<file path="src/rtl/sysctl_pkg.sv">
package sysctl_pkg;

   // Floppy interrupt destination
   typedef enum logic [1:0] {
      ROUTE_NONE = 2'd0,
      ROUTE_NMI  = 2'd1,
      ROUTE_INT  = 2'd2
   } fdc_route_e;

   // Command operation numbers (values below CMD_COUNT are defined)
   localparam logic [3:0] OP_BOOT_END  = 4'd0;
   localparam logic [3:0] OP_REBOOT    = 4'd1;
   localparam logic [3:0] OP_RT_NMI    = 4'd2;
   localparam logic [3:0] OP_RT_INT    = 4'd3;
   localparam logic [3:0] OP_RT_NONE   = 4'd4;
   localparam logic [3:0] OP_TC_SET    = 4'd5;
   localparam logic [3:0] OP_TC_CLR    = 4'd6;
   localparam logic [3:0] OP_VID_ON    = 4'd7;
   localparam logic [3:0] OP_VID_OFF   = 4'd8;
   localparam logic [3:0] OP_MOTOR_ON  = 4'd9;
   localparam logic [3:0] OP_MOTOR_OFF = 4'd10;
   localparam logic [3:0] OP_BEEP_ON   = 4'd11;
   localparam logic [3:0] OP_BEEP_OFF  = 4'd12;
   localparam int         CMD_COUNT    = 13;

endpackage

</file>
<file path="src/rtl/sysctl_cmd_dec.sv">
module sysctl_cmd_dec
   import sysctl_pkg::*;
#(
   parameter int DATA_W = 8
) (
   input  logic              clk,
   input  logic              rst_n,
   input  logic              wr,
   input  logic [DATA_W-1:0] wdata,
   output logic              boot_done,
   output logic              reboot_pulse,
   output logic              fdc_tc,
   output logic              video_on,
   output logic              motor_on,
   output logic              beep_on,
   output fdc_route_e        route
);

   localparam logic [DATA_W-1:0] LIMIT = DATA_W'(CMD_COUNT);

   logic       valid_cmd;
   logic [3:0] op;

   assign valid_cmd = wr && (wdata < LIMIT);
   assign op        = wdata[3:0];

   always_ff @(posedge clk) begin
      if (!rst_n) begin
         boot_done    <= 1'b0;
         reboot_pulse <= 1'b0;
         fdc_tc       <= 1'b0;
         video_on     <= 1'b0;
         motor_on     <= 1'b0;
         beep_on      <= 1'b0;
         route        <= ROUTE_NONE;
      end else begin
         reboot_pulse <= 1'b0;
         if (valid_cmd) begin
            case (op)
               OP_BOOT_END:  boot_done    <= 1'b1;
               OP_REBOOT:    reboot_pulse <= 1'b1;
               OP_RT_NMI:    route        <= ROUTE_NMI;
               OP_RT_INT:    route        <= ROUTE_INT;
               OP_RT_NONE:   route        <= ROUTE_NONE;
               OP_TC_SET:    fdc_tc       <= 1'b1;
               OP_TC_CLR:    fdc_tc       <= 1'b0;
               OP_VID_ON:    video_on     <= 1'b1;
               OP_VID_OFF:   video_on     <= 1'b0;
               OP_MOTOR_ON:  motor_on     <= 1'b1;
               OP_MOTOR_OFF: motor_on     <= 1'b0;
               OP_BEEP_ON:   beep_on      <= 1'b1;
               OP_BEEP_OFF:  beep_on      <= 1'b0;
               default:      ;
            endcase
         end
      end
   end

endmodule

</file>
<file path="src/rtl/sysctl_tick_cnt.sv">
module sysctl_tick_cnt #(
   parameter int CNT_W = 4
) (
   input  logic             clk,
   input  logic             rst_n,
   input  logic             tick,
   input  logic             clr,
   output logic [CNT_W-1:0] count
);

   localparam logic [CNT_W-1:0] FULL = '1;
   localparam logic [CNT_W-1:0] ONE  = CNT_W'(1);

   always_ff @(posedge clk) begin
      if (!rst_n) begin
         count <= '0;
      end else if (clr) begin
         // a tick in the clearing cycle opens the next count
         count <= tick ? ONE : '0;
      end else if (tick && (count != FULL)) begin
         count <= count + ONE;
      end
   end

endmodule

</file>
<file path="src/rtl/sysctl_status.sv">
module sysctl_status
   import sysctl_pkg::*;
#(
   parameter int DATA_W = 8,
   parameter int CNT_W  = 4
) (
   input  logic [CNT_W-1:0]  count,
   input  logic              tall,
   input  logic              fdc_irq,
   input  logic              line_fb,
   input  fdc_route_e        route,
   output logic [DATA_W-1:0] rdata,
   output logic              nmi_req,
   output logic              int_req
);

   localparam int TALL_BIT = CNT_W;
   localparam int FDC_BIT  = CNT_W + 1;
   localparam int LINE_BIT = CNT_W + 2;
   localparam int USED_W   = CNT_W + 3;

   logic [USED_W-1:0] used;

   assign used = {line_fb, fdc_irq, tall, count};

   generate
      if (DATA_W > USED_W) begin : g_pad
         assign rdata = {{(DATA_W-USED_W){1'b0}}, used};
      end else begin : g_exact
         assign rdata = used;
      end
   endgenerate

   assign nmi_req = (route == ROUTE_NMI) && fdc_irq;
   assign int_req = (count != '0) || ((route == ROUTE_INT) && fdc_irq);

endmodule

</file>
<file path="src/rtl/sysctl_port.sv">
module sysctl_port
   import sysctl_pkg::*;
#(
   parameter int DATA_W = 8,
   parameter int CNT_W  = 4
) (
   input  logic              clk,
   input  logic              rst_n,
   input  logic              ctl_wr,
   input  logic [DATA_W-1:0] ctl_wdata,
   input  logic              stat_rd,
   output logic [DATA_W-1:0] stat_rdata,
   input  logic              tick_300hz,
   input  logic              line_flyback,
   input  logic              fdc_irq_in,
   input  logic              tall_screen,
   output logic              boot_done,
   output logic              reboot_pulse,
   output logic              fdc_tc,
   output logic              ext_video_on,
   output logic              motor_on,
   output logic              beep_on,
   output logic              nmi_req,
   output logic              int_req
);

   generate
      if (DATA_W < 4) begin : g_bad_data
         $error("DATA_W must hold every command value");
      end
      if (CNT_W < 1) begin : g_bad_cnt
         $error("CNT_W must be at least 1");
      end
      if (DATA_W < CNT_W + 3) begin : g_bad_fit
         $error("status byte too narrow for count and flags");
      end
   endgenerate

   fdc_route_e       route;
   logic [CNT_W-1:0] ticks;

   sysctl_cmd_dec #(.DATA_W(DATA_W)) u_dec (
      .clk          (clk),
      .rst_n        (rst_n),
      .wr           (ctl_wr),
      .wdata        (ctl_wdata),
      .boot_done    (boot_done),
      .reboot_pulse (reboot_pulse),
      .fdc_tc       (fdc_tc),
      .video_on     (ext_video_on),
      .motor_on     (motor_on),
      .beep_on      (beep_on),
      .route        (route)
   );

   sysctl_tick_cnt #(.CNT_W(CNT_W)) u_cnt (
      .clk   (clk),
      .rst_n (rst_n),
      .tick  (tick_300hz),
      .clr   (stat_rd),
      .count (ticks)
   );

   sysctl_status #(.DATA_W(DATA_W), .CNT_W(CNT_W)) u_stat (
      .count   (ticks),
      .tall    (tall_screen),
      .fdc_irq (fdc_irq_in),
      .line_fb (line_flyback),
      .route   (route),
      .rdata   (stat_rdata),
      .nmi_req (nmi_req),
      .int_req (int_req)
   );

endmodule

</file>
<file path="config.mk">
export PLATFORM = sky130hd
export DESIGN_NAME = sysctl_port
export DESIGN_NICKNAME = d
export VERILOG_FILES = /design/src/rtl/sysctl_pkg.sv /design/src/rtl/sysctl_cmd_dec.sv /design/src/rtl/sysctl_tick_cnt.sv /design/src/rtl/sysctl_status.sv /design/src/rtl/sysctl_port.sv
export SDC_FILE = /design/constraint.sdc
export NUM_CORES = 1
export LEC_CHECK = 0
export BUFFER_PORTS_ARGS = -buffer_cell sky130_fd_sc_hd__buf_2
export CAP_MARGIN = 20
export CORE_UTILIZATION = 40
export DETAILED_ROUTE_END_ITERATION = 8
export GPL_TIMING_DRIVEN = 0
export PLACE_DENSITY_LB_ADDON = 0.1
export SETUP_SLACK_MARGIN = 0.3
export SYNTH_ARGS = -nofsm -noshare
export SYNTH_HDL_FRONTEND = slang
export SYNTH_SLANG_ARGS = --single-unit
</file>
<file path="constraint.sdc">
create_clock -name clk -period 1.65 [get_ports clk]
set_clock_uncertainty 0.2 [all_clocks]
set_input_delay 0.33 -clock clk [delete_from_list [all_inputs] [get_ports clk]]
set_output_delay 0.33 -clock clk [all_outputs]
set_load 0.1 [all_outputs]
</file>
== Yosys cells after proc, flatten, opt, wreduce, memory -nomap -nowiden ==
Index checks and enable logic that the tools add are counted.
Storage, ports and cells
  bits in registers: 12
  bits in latches: 0
  bits in writable memories: 0
  bits in read-only memories: 0
  input bits: 16
  output and inout port bits: 16
  memories kept: 0
Operators by class
  add/subtract/negate cells: 1
  $mul: 0
  divide/modulo/power cells: 0
  order comparisons: 1
  equality and inequality tests: 15
  shifts and indexed selects: 0
  mux-type cells: 9
  bitwise operators: 0
  reduce and logical (&&, ||, !) cells: 20
Operators with widths (number)
  $eq A4 B4 Y1 const B: 5
  $eq A4 B3 Y1 const B: 4
  $reduce_and A2 Y1: 7
  $reduce_bool A2 Y1: 5
  $eq A4 B2 Y1 const B: 2
  $lt A8 B4 Y1 const B: 1
  $mux W4: 2
  $pmux W1 S2: 4
  $pmux W2 S3: 1
  $add A4 B1 Y4 const B: 1
  $eq A4 B1 Y1 const B: 1
  $logic_and A1 B1 Y1: 4
  $logic_not A4 Y1: 1
  $ne A4 B4 Y1 const B: 1
  $reduce_bool A4 Y1: 1
  $reduce_bool A3 Y1: 1
  $eq A2 B1 Y1 const B: 1
  $eq A2 B2 Y1 const B: 1
  $mux W1: 2
  $logic_or A1 B1 Y1: 1

== Longest topological paths before layout ==
  depth after elaboration: 4
  gate-level depth with buffers: 4
  gate-level depth less buffers: 4

== Hierarchy ==
Synthesis repeated with hierarchy kept, for this count alone.
Second synthesis, totals
  cells, all modules: 87
  area total of the unflattened synthesis: 733.2 sq um
Modules (own cells, without submodules)
  sysctl_cmd_dec: times used 1, cells each 50, area an instance 431.7 sq um, seq. area each 160.2 sq um
  sysctl_tick_cnt: times used 1, cells each 23, area an instance 206.4 sq um, seq. area each 80.1 sq um
  sysctl_status: times used 1, cells each 14, area an instance 95.1 sq um, seq. area each 0.0 sq um

== Least setup slack after synthesis ==
Ideal clock, no wire load.
  path type: register to output
  start: register u_cnt.count[0]
  end: output port int_req
  arrival time: 2201 ps
  data required time: 1120 ps
  setup slack: -1081 ps
  cell stages (with the launch flop): 4
  path buffers: 0
  cell sequence: dfxtp_1 -> inv_1 -> ha_1 -> o211ai_1
Between the ends
  cells in the longest elaborated chain, start to end: 2
Ends and longest elaborated chain
  start, declared: line sysctl_tick_cnt.sv:8  | output logic [CNT_W-1:0] count
  start signal, assigned: line sysctl_tick_cnt.sv:19  | count <= tick ? ONE : '0;
  start signal, assigned: line sysctl_tick_cnt.sv:21  | count <= count + ONE;
  $reduce_bool A4 Y1: line sysctl_status.sv:35  | assign int_req = (count != '0) || ((route == ROUTE_INT) && fdc_irq);
  $logic_or A1 B1 Y1: line sysctl_status.sv:35
  end, declared: line sysctl_port.sv:24  | output logic int_req
No other way between the ends.

== Worst setup path after layout ==
Same ends and word-level chain as after synthesis.

==> impl_metrics.py <==
metrics = {
    "outcome": {
        "outcome": "finished, violations left",
        "violations": "design-rule violations, negative setup slack",
    },
    "grt": {
        "grt_usage": 0.230,
        "grt_pass1_wl_um": 3200,
        "antenna_found_initial": 0,
        "grt_pass1_vias": 723,
        "grt_max_degree": 11,
        "overflow": 0,
    },
    "logic_synthesis": {
        "synthAdderAreaFrac": 0.0353,
        "syn_area_um2": 709,
        "async_flop_share": 0,
        "ys.flop_type": "dfxtp_1",
        "ys_seq_area_frac": 0.339,
        "syn-instance-count": 82,
        "synth_common_cells": "12 x dfxtp_1, 7 x inv_1, 6 x a21oi_1",
        "synth_compound_area_frac": 0.217,
        "yosysTopAreaCell": "dfxtp_1",
        "yosys_warnings": 0,
        "synth_mux_area_frac": 0,
        "syn_area_per_cell_um2": 8.65,
        "ys_ff_latch": 12,
        "synth_area_leaders": "dfxtp_1 34%, a21oi_1 4.2%, buf_4 4.2%, inv_1 3.7%, ha_1 3.5%",
        "yosys.area_share.simple": 0.300,
        "syn_nets": 100,
        "ys_types": 39,
        "synth.most_common_cell": "dfxtp_1",
        "synth_xor_area_frac": 0.0123,
        "synth_top_family_by_area": "simple AND/OR/NAND/NOR gates",
        "synth_edf_count": 0,
        "yosys.area.top_type_share": 0.339,
    },
    "cts": {
        "cts_sinks": 12,
        "holdBufCountCts": 0,
        "tritoncts": "yes",
        "h-tree-depth": 1,
        "insertion_delay_ns": 0.28,
        "clock_path_buffers": 2,
        "root_buffer": "clkbuf_4",
        "cts_buffers": 3,
        "clk_pin_slew_ns": 0.08,
    },
    "sta": {
        "grt_setup_unrepaired": "true",
        "post-route-min-period_ns": 1.73,
        "fin_crit_sh": 1.05,
        "setup_viol": 1,
        "clock.fmax_mhz": 579,
        "finalHoldViolations": 0,
        "setup_slack_ns": -0.0775,
        "drv_slew": 0,
    },
    "drt": {
        "drc": 2,
        "dr.pass1.iters": 8,
        "dr_total_vias": 832,
        "antenna_left": 0,
        "routedWlPerCell_um": 16.6,
        "drt_wl_total_um": 2330,
        "drtIter0Drc": 37,
        "routed_via_density": 5.94,
    },
    "floorplan": {
        "core_um2": 1580,
        "dieArea_um2": 1950,
        "die_h_um": 44.1,
        "boundaryPins": 32,
        "initial_core_util": 0.450,
        "rows": 14,
        "fp.dieW_um": 44.1,
    },
    "power": {
        "p_leak_nw": 0.538,
        "power_frac_clock": 0.266,
        "p_int_mw": 0.464,
        "pwr-share-seq": 0.404,
        "netSwitchingPower_mw": 0.256,
        "max-vdd-ir-drop_mv": 0.611,
        "p_comb_frac": 0.330,
        "powerDensity_nw_per_um2": 522,
        "p_sw_frac": 0.356,
    },
    "min_path": {
        "hold_path.class": "input pin to register",
    },
    "final_layout": {
        "area.growth.synth_to_final_pct": 94.5,
        "diodes": 0,
        "drive_gt1_frac": 0.694,
        "final_nets": 143,
        "instances_no_fill": 140,
        "final_area_um2": 1380,
    },
    "place": {
        "dp_hpwl_um": 1310,
        "io_buffers": 26,
        "gp_congestion": 0.810,
        "dp.cells": 124,
        "post_dp_cell_area_um2": 965,
    },
    "setup_path": {
        "crit_path_start_kind": "register",
        "crit_arrival_ns": 1.20,
        "worstPathMaxFanout": 2,
        "cp-end-kind": "output pin",
        "cp.required_ns": 1.12,
        "path_class": "register to output pin",
    },
    "job": {
        "drv_cap": 0,
    },
}
==> area by class of cell <==
| class | count | area (µm²) |
|---|---|---|
| inverter | 7 | 28.8 |
| fill | 74 | 196 |
| clock buffer | 4 | 26.3 |
| multi-input combinational | 57 | 566 |
| sequential | 12 | 264 |
| buffer | 6 | 40.0 |
| timing repair buffer | 38 | 435 |
| tap | 16 | 20.0 |
==> power by group through the flow <==
stage | Clock [mW] | Sequential (mW) | Combinational [mW]
2_1_floorplan | 0 | 0.322 | 0.108
3_3_place_gp | 0 | 0.299 | 0.175
3_5_place_dp | 0 | 0.300 | 0.177
4_1_cts | 0.200 | 0.291 | 0.219
5_1_grt | 0.220 | 0.291 | 0.247
6_report | 0.192 | 0.291 | 0.238
==> through the flow <==
step	power, mW	setup slack (ns)	hold slack, ns	utilization	setup TNS, ns
4_1_cts	0.709	-0.0404	0.128	0.806	-0.0404
5_1_grt	0.758	-0.116	0.119	0.875	-0.116
6_report	0.721	-0.0775	0.141	0.875	-0.0775
3_5_place_dp	0.476	-0.284	0.223	0.612	-0.773
2_1_floorplan	0.430	-0.707	0.244	-	-0.889
3_3_place_gp	0.474	-0.301	0.226	0.612	-0.659
==> worst max-delay path: stages (launching register included) <==
cell and delay, ns:
dfxtp_4 0.36, inv_4 0.04, ha_4 0.15, o211ai_1 0.11
buf_6 0.26
==> kinds of logic (layout without fill, tap and decap cells) <==
| family | Yosys count | after routing |
|---|---|---|
| other | 1 | 1 |
| AND/OR/NAND/NOR | 32 | 32 |
| buffers and inverters | 13 | 55 |
| adder cells (fa/ha/maj) | 2 | 2 |
| flip-flops | 12 | 12 |
| XOR/XNOR | 1 | 1 |
| AO/OA/AOI/OAI | 21 | 21 |
==> worst paths after layout <==
kind | start | slack (ns) | to | depth (start not counted)
max reg2reg | u_cnt.count[1]$_SDFFE_PN0P_ | 0.15 | u_cnt.count[3]$_SDFFE_PN0P_ | 5
max | u_cnt.count[0]$_SDFFE_PN0P_ | -0.08 | int_req | 4
min reg2reg | u_dec.boot_done$_SDFFE_PN0P_ | 0.29 | u_dec.boot_done$_SDFFE_PN0P_ | 2
min | stat_rd | 0.14 | u_cnt.count[0]$_SDFFE_PN0P_ | 3
==> sequential cells by signal, summed over array words and instances (netlist names) <==
signal              count
u_dec.boot_done         1
u_dec.motor_on          1
u_dec.route             2
u_dec.fdc_tc            1
u_dec.reboot_pulse      1
u_dec.beep_on           1
u_cnt.count             4
u_dec.video_on          1
==> cells in the final DEF, fill, tap and decap left out, drive strengths merged, types with 2 or more instances in the layout <==
cell type  netlist  layout
a21oi            6       6
dfxtp           12      12
o31ai            2       2
or3              2       2
and3             2       2
a41o             2       2
nand2            4       4
buf              5      42
clkbuf           1       6
nand3            5       5
ha               2       2
a31oi            3       3
nor4b            2       2
nor3             4       4
inv              7       7
nor2             2       2
nor4             2       2
==> repair_timing <==
item                       4_1_cts  5_1_grt
pin swaps                       16       11
setup buffers                    7        5
gates resized for setup         61       16
setup endpoints to repair       18       25
==> metal layers <==
metal / share of wire / GRT usage / routed length (µm) / vias up
met1: 0.41 / 0.270 / 951 / 406
li1: - / - / - / 391
met5: 0 / 0 / 0 / -
met4: 0.017 / 0.121 / 39 / 0
met3: 0.038 / 0.0735 / 89 / 6
met2: 0.54 / 0.374 / 1250 / 29
Power figures use the tool's default switching activity.
